`config.mk`:
```
export PLATFORM = sky130hd
export DESIGN_NAME = lw_list_walker
export DESIGN_NICKNAME = d
export VERILOG_FILES = /design/src/rtl/lw_pkg.sv /design/src/rtl/lw_out_slot.sv /design/src/rtl/lw_tally.sv /design/src/rtl/lw_list_walker.sv
export SDC_FILE = /design/constraint.sdc
export NUM_CORES = 1
export LEC_CHECK = 0
export BUFFER_PORTS_ARGS = -buffer_cell sky130_fd_sc_hd__buf_4
export CAP_MARGIN = 20
export CORE_MARGIN = 8
export CORE_UTILIZATION = 50
export DETAILED_ROUTE_END_ITERATION = 16
export PLACE_DENSITY = 0.75
export SLEW_MARGIN = 0
export SYNTH_ARGS = -nofsm -noshare
export SYNTH_HDL_FRONTEND = slang
export SYNTH_SLANG_ARGS = --single-unit
```
`constraint.sdc`:
```
create_clock -name clk -period 4.13 [get_ports clk]
set_input_delay 0.826 -clock clk [delete_from_list [all_inputs] [get_ports clk]]
set_output_delay 0.826 -clock clk [all_outputs]
set_load 0.02 [all_outputs]
```
`src/rtl/lw_pkg.sv`:
```
// lw_pkg: shared constants and state encoding for the list walker.
// Assumes 32-bit header words with a 24-bit pointer field.
package lw_pkg;
    localparam int WORD_W    = 32;
    localparam int PTR_W     = 24;
    localparam int LEN_W     = WORD_W - PTR_W;
    localparam int END_BIT   = 23;
    localparam int NODE_BASE = 5;

    typedef enum logic [2:0] {
        ST_IDLE,
        ST_CHECK,
        ST_HDR,
        ST_PAY_RD,
        ST_PAY_WAIT
    } lw_state_e;
endpackage

```
`src/rtl/lw_out_slot.sv`:
```
// lw_out_slot: one-entry holding register that drives the payload stream.
// Assumes the producer loads only when `free` was high in the cycle it
// issued the matching memory read.
module lw_out_slot #(
    parameter int DATA_W = 32
) (
    input  logic              clk,
    input  logic              rst_n,
    input  logic              load,
    input  logic [DATA_W-1:0] load_data,
    input  logic              out_ready,
    output logic              out_valid,
    output logic [DATA_W-1:0] out_data,
    output logic              free
);
    logic              valid_q;
    logic [DATA_W-1:0] data_q;

    // Slot can take a word next cycle if empty now or drained this edge.
    always_comb free = !valid_q || out_ready;

    // Hold the word until the consumer takes it.
    always_ff @(posedge clk) begin
        if (!rst_n) begin
            valid_q <= 1'b0;
            data_q  <= '0;
        end else if (load) begin
            valid_q <= 1'b1;
            data_q  <= load_data;
        end else if (out_ready) begin
            valid_q <= 1'b0;
        end
    end

    assign out_valid = valid_q;
    assign out_data  = data_q;


    no_overwrite_chk: assert property (@(posedge clk) disable iff (!rst_n)
        load |-> (!valid_q || out_ready));

    hold_stable_chk: assert property (@(posedge clk) disable iff (!rst_n)
        (valid_q && !out_ready) |=> (valid_q && $stable(data_q)));
endmodule

```
`src/rtl/lw_tally.sv`:
```
// lw_tally: accumulates the cost estimate and counts visited nodes.
// Assumes `step` is high once per header read and `clear` on walk start.
module lw_tally #(
    parameter int COST_W     = 32,
    parameter int LEN_W      = 8,
    parameter int NODE_LIMIT = 8192,
    parameter int BASE       = 5
) (
    input  logic              clk,
    input  logic              rst_n,
    input  logic              clear,
    input  logic              step,
    input  logic [LEN_W-1:0]  len,
    output logic [COST_W-1:0] cost,
    output logic              at_limit
);
    localparam int CNT_W = $clog2(NODE_LIMIT + 1);
    localparam logic [CNT_W-1:0] LIMIT = CNT_W'(NODE_LIMIT);

    logic [CNT_W-1:0]  cnt_q;
    logic [COST_W-1:0] cost_q;

    // Add the per-node cost and count the node on each header.
    always_ff @(posedge clk) begin
        if (!rst_n || clear) begin
            cnt_q  <= '0;
            cost_q <= '0;
        end else if (step) begin
            cnt_q  <= cnt_q + 1'b1;
            cost_q <= cost_q + COST_W'(BASE) + COST_W'(len);
        end
    end

    always_comb at_limit = (cnt_q == LIMIT);
    assign cost = cost_q;


    cnt_bound_chk: assert property (@(posedge clk) disable iff (!rst_n)
        step |-> (cnt_q < LIMIT));
endmodule

```
`src/rtl/lw_list_walker.sv`:
```
// lw_list_walker: walks a chain of length/pointer headers in word memory
// and streams each node's payload to a valid/ready consumer.
// Assumes memory read data arrives exactly one cycle after mem_rd.
module lw_list_walker #(
    parameter int MEM_AW     = 19,
    parameter int NODE_LIMIT = 8192,
    parameter int COST_W     = 32
) (
    input  logic                      clk,
    input  logic                      rst_n,
    input  logic                      start,
    input  logic [lw_pkg::PTR_W-1:0]  start_addr,
    output logic                      mem_rd,
    output logic [MEM_AW-1:0]         mem_addr,
    input  logic [lw_pkg::WORD_W-1:0] mem_rdata,
    output logic                      out_valid,
    output logic [lw_pkg::WORD_W-1:0] out_data,
    input  logic                      out_ready,
    output logic                      busy,
    output logic                      done,
    output logic                      looped,
    output logic [lw_pkg::PTR_W-1:0]  progress_addr,
    output logic [COST_W-1:0]         cost
);
    import lw_pkg::*;

    lw_state_e          state_q;
    logic [PTR_W-1:0]   cur_q;
    logic [MEM_AW-1:0]  rd_ptr_q;
    logic [LEN_W-1:0]   remain_q;
    logic               done_q;
    logic               looped_q;
    logic               slot_free;
    logic               at_limit;
    logic               stop_now;
    logic               hdr_step;
    logic               tally_clr;
    logic               slot_load;
    logic [LEN_W-1:0]   hdr_len;
    logic [MEM_AW-1:0]  cur_word;

    always_comb hdr_len   = mem_rdata[WORD_W-1:PTR_W];
    always_comb cur_word  = cur_q[MEM_AW+1:2];
    always_comb stop_now  = cur_q[END_BIT] || at_limit;
    always_comb hdr_step  = (state_q == ST_HDR);
    always_comb tally_clr = (state_q == ST_IDLE) && start;
    always_comb slot_load = (state_q == ST_PAY_WAIT);

    // Memory request: header at node check, payload when the slot frees.
    always_comb begin
        mem_rd   = 1'b0;
        mem_addr = '0;
        if (state_q == ST_CHECK && !stop_now) begin
            mem_rd   = 1'b1;
            mem_addr = cur_word;
        end else if (state_q == ST_PAY_RD && slot_free) begin
            mem_rd   = 1'b1;
            mem_addr = rd_ptr_q;
        end
    end

    // Walk sequencing: check, header, payload words, next node.
    always_ff @(posedge clk) begin
        if (!rst_n) begin
            state_q  <= ST_IDLE;
            cur_q    <= '0;
            rd_ptr_q <= '0;
            remain_q <= '0;
            done_q   <= 1'b0;
            looped_q <= 1'b0;
        end else begin
            done_q <= 1'b0;
            unique case (state_q)
                ST_IDLE: begin
                    if (start) begin
                        cur_q    <= start_addr;
                        looped_q <= 1'b0;
                        state_q  <= ST_CHECK;
                    end
                end
                ST_CHECK: begin
                    if (stop_now) begin
                        if (!out_valid) begin
                            done_q   <= 1'b1;
                            looped_q <= !cur_q[END_BIT];
                            state_q  <= ST_IDLE;
                        end
                    end else begin
                        rd_ptr_q <= cur_word + 1'b1;
                        state_q  <= ST_HDR;
                    end
                end
                ST_HDR: begin
                    cur_q    <= mem_rdata[PTR_W-1:0];
                    remain_q <= hdr_len;
                    state_q  <= (hdr_len == '0) ? ST_CHECK : ST_PAY_RD;
                end
                ST_PAY_RD: begin
                    if (slot_free) state_q <= ST_PAY_WAIT;
                end
                ST_PAY_WAIT: begin
                    rd_ptr_q <= rd_ptr_q + 1'b1;
                    remain_q <= remain_q - 1'b1;
                    state_q  <= (remain_q == LEN_W'(1)) ? ST_CHECK : ST_PAY_RD;
                end
                default: state_q <= ST_IDLE;
            endcase
        end
    end

    lw_out_slot #(.DATA_W(WORD_W)) u_slot (
        .clk       (clk),
        .rst_n     (rst_n),
        .load      (slot_load),
        .load_data (mem_rdata),
        .out_ready (out_ready),
        .out_valid (out_valid),
        .out_data  (out_data),
        .free      (slot_free)
    );

    lw_tally #(
        .COST_W     (COST_W),
        .LEN_W      (LEN_W),
        .NODE_LIMIT (NODE_LIMIT),
        .BASE       (NODE_BASE)
    ) u_tally (
        .clk      (clk),
        .rst_n    (rst_n),
        .clear    (tally_clr),
        .step     (hdr_step),
        .len      (hdr_len),
        .cost     (cost),
        .at_limit (at_limit)
    );

    assign busy          = (state_q != ST_IDLE);
    assign done          = done_q;
    assign looped        = looped_q;
    assign progress_addr = cur_q;


    done_pulse_chk: assert property (@(posedge clk) disable iff (!rst_n)
        done |=> !done);

    done_drained_chk: assert property (@(posedge clk) disable iff (!rst_n)
        done |-> (!out_valid && !busy));

    end_reason_chk: assert property (@(posedge clk) disable iff (!rst_n)
        done |-> (progress_addr[END_BIT] || looped));

    start_ignored_chk: assert property (@(posedge clk) disable iff (!rst_n)
        (start && busy && state_q != ST_CHECK) |=> busy);
endmodule

```
==> flow_metrics.tcl <==
set metrics [dict create \
    firstDrtPassIters 5 \
    postCtsSetupBuffers 0 \
    finalMaxSlewViolations 0 \
    crit_cells 6 \
    yosys_warnings 0 \
    clk_pin_slew_ns 0.05 \
    crit_arrival_ns 2.57 \
    worstPathCellList "or3b_1 -> or2_1 -> nor2_2 -> buf_4 -> a22o_1 -> buf_4" \
    finClkSkew_ns 0.00784 \
    synth_edf_count 0 \
    antenna_found_initial 0 \
    hold_ws_ns 0.453 \
    setup_viol 0 \
    start_util 0.503 \
    fin_setup_tns_ns 0 \
    critical_path.max_stage_delay_ns 0.57 \
    nFillCells 1301 \
    grt_overflow 0 \
    start_kind "flop" \
    finalCritPeriodShare 0.822 \
    dr_total_vias 7178 \
    synth_top_cells_by_area "dfxtp_1, nand2_1, a21oi_1" \
    synth_cell_types 76 \
    grt_pass1_wl_mm 34.6 \
    crit_required_ns 3.30 \
    critPathKind "reg -> out" \
    relSlewSlack 0.390 \
    ctsHoldBuffers 0 \
    synth-main-ff-cell "dfxtp_1" \
    power.density_nw_per_um2 366 \
    regArea_um2 2700 \
    cp_common_cell "buf_4" \
    grt_max_degree 63 \
    period_minus_slack_ns 3.39 \
    hold_viol 0 \
    placed_cell_area_um2 8550 \
    grt_usage 0.232 \
    drc 0 \
    fin_area_um2 9060 \
    hold_class "reg -> reg" \
    drt-initial-drc-count 479 \
    p_leak_uw 0.00376 \
    dieArea_um2 18500 \
    crit_family "simple AND/OR/NAND/NOR gates" \
    ir_worst_vdd_mv 0.213 \
    area_growth_pct 25.8 \
    ant_nets 0 \
    crit_fanout 30 \
    dp.cells 1220 \
    antenna_cells 0 \
    clkSinkCount 135 \
    cts_tree "done" \
    status "completed" \
    synth_top_cell_by_area "dfxtp_1" \
    synth_seq_cells 135 \
    htreeDepth 4 \
    fmax_mhz 295 \
    tightest_slew_ns 0.911 \
    max-cap-violations 0 \
    nets 1138 \
    postSynthCellCount 915 \
    layout.cells.non_filler 1248 \
    core.rowCount 44 \
    cp.buffers_inverters 2 \
    via_per_inst 5.75 \
    synth_area_um2 7210 \
    r2r_cells 10 \
    grt_pass1_vias 6715 \
    die_w_um 136 \
    report.power.total_uw 3320 \
    ys_async_sr_fraction 0 \
    ios 172 \
    syn-num-nets 997 \
    clk_latency_ns 0.42 \
    io_buffer_count 171 \
    clockRootBuffer "clkbuf_16" \
    drive_gt1_frac 0.217 \
    end_kind "output pin" \
    cts_resized 0 \
    drt-total-wl_mm 21.6 \
    cpMaxStageDelayCell "dfxtp_1" \
    gp_congestion 0.841 \
    multi_input_area_um2 4180 \
    dp_hpwl_mm 15.2 \
    cts_made_buffers 17 \
    yosysSeqAreaShare 0.375 \
    synth_top_area_share 0.375 \
    rsz0062_at_grt "false" \
    wl_per_cell_um 17.3 \
    syn_area_per_cell_um2 7.88 \
    die_h_um 136 \
    core_um2 14300 \
    cts.path.max_buffers 2 \
    holdPathStages 2 \
]
==> where the power goes <==
group | internal (µW) | switching [µW] | total (µW)
Clock | 791 | 528 | 1320
Sequential | 1360 | 89.5 | 1450
Combinational | 222 | 325 | 547
==> flip-flops by register name, summed over array words and instances, names as in the netlist <==
name	cells
u_tally.cnt_q	14
done	1
looped	1
rd_ptr_q	19
u_tally.cost	32
remain_q	8
u_slot.out_valid	1
u_slot.out_data	32
progress_addr	24
state_q	3
==> layout make-up <==
type                            instances  area share
Clock buffer                           22      0.0523
Clock inverter                          5     0.00304
Inverter                               21     0.00870
Multi-Input combinational cell        699       0.461
Sequential cell                       135       0.298
Tap cell                              184      0.0254
Timing Repair Buffer                  182       0.152
==> logic make-up (layout without fill, tap and decap cells) <==
logic type               after synthesis  after routing  share of synthesized area
AO/OA/AOI/OAI                        215            215                      0.200
XOR/XNOR                              24             24                     0.0292
adder cells (fa/ha/maj)               22             22                     0.0392
buffers and inverters                 81            230                     0.0488
flip-flops                           135            135                      0.375
multiplexers                          22             22                     0.0351
AND/OR/NAND/NOR                      416            416                      0.273
==> metrics by stage <==
stage	utilization	worst slack, ns
final	0.633	0.736
after global routing	0.633	0.584
after CTS	0.632	0.716
after detailed placement	0.597	0.809
after global placement	0.597	0.858
after floorplan	-	0.809
==> synthesized netlist by cell type, types with 4 or more instances <==
master	number
a211oi_1	6
a21o_1	7
a21oi_1	79
a22o_1	16
a311oi_1	25
a31oi_1	9
and2_1	5
and3_1	9
and4_1	6
buf_2	5
buf_6	5
clkbuf_1	47
dfxtp_1	135
ha_1	21
inv_1	20
mux2i_1	17
nand2_1	199
nand2b_1	10
nand3_1	30
nand3b_1	5
nand4_1	19
nor2_1	78
nor3_1	8
nor4_1	11
o211ai_1	6
o21a_1	5
o21ai_0	28
or3_1	8
or4_1	4
xnor2_1	5
xor2_1	19
==> routing by layer <==
metal | track usage | routed length [µm]
met1 | 0.299 | 9400
met2 | 0.359 | 9960
met3 | 0.0702 | 1830
met4 | 0.0811 | 371
met5 | 0 | 0
==> worst paths after layout <==
kind,to,startpoint,slack (ns)
min,u_slot.out_data[0]$_SDFFE_PN0P_,u_slot.out_data[0]$_SDFFE_PN0P_,0.45
min reg2reg,u_slot.out_data[0]$_SDFFE_PN0P_,u_slot.out_data[0]$_SDFFE_PN0P_,0.45
max,mem_addr[5],state_q[0]$_SDFFE_PN0P_,0.74
max reg2reg,rd_ptr_q[18]$_SDFFE_PN0P_,state_q[2]$_SDFFE_PN0P_,0.91
==> worst reg2reg max path, cell delays in order, from the launching register on <==
cell	delay [ns]
dfxtp_1	0.52
nor3b_4	0.56
nand2_1	0.10
nand2_1	0.10
ha_1	0.34
nand4_1	0.13
or3_4	0.37
a211oi_4	0.35
nand3_1	0.14
or3_1	0.38
a31oi_1	0.16
==> layout by cell type (no fill, tap or decap), types with 7 or more instances in the layout <==
| master | count |
|---|---|
| a21o_1 | 7 |
| a21oi_1 | 78 |
| a22o_1 | 16 |
| a311oi_1 | 25 |
| a31oi_1 | 9 |
| and3_1 | 9 |
| buf_4 | 181 |
| clkbuf_16 | 17 |
| dfxtp_1 | 135 |
| ha_1 | 21 |
| inv_1 | 20 |
| mux2i_1 | 17 |
| nand2_1 | 198 |
| nand2b_1 | 10 |
| nand3_1 | 29 |
| nand4_1 | 19 |
| nor2_1 | 78 |
| nor3_1 | 8 |
| nor4_1 | 11 |
| o21ai_0 | 28 |
| or3_1 | 8 |
| xor2_1 | 19 |
Power figures use the tool's default switching activity.
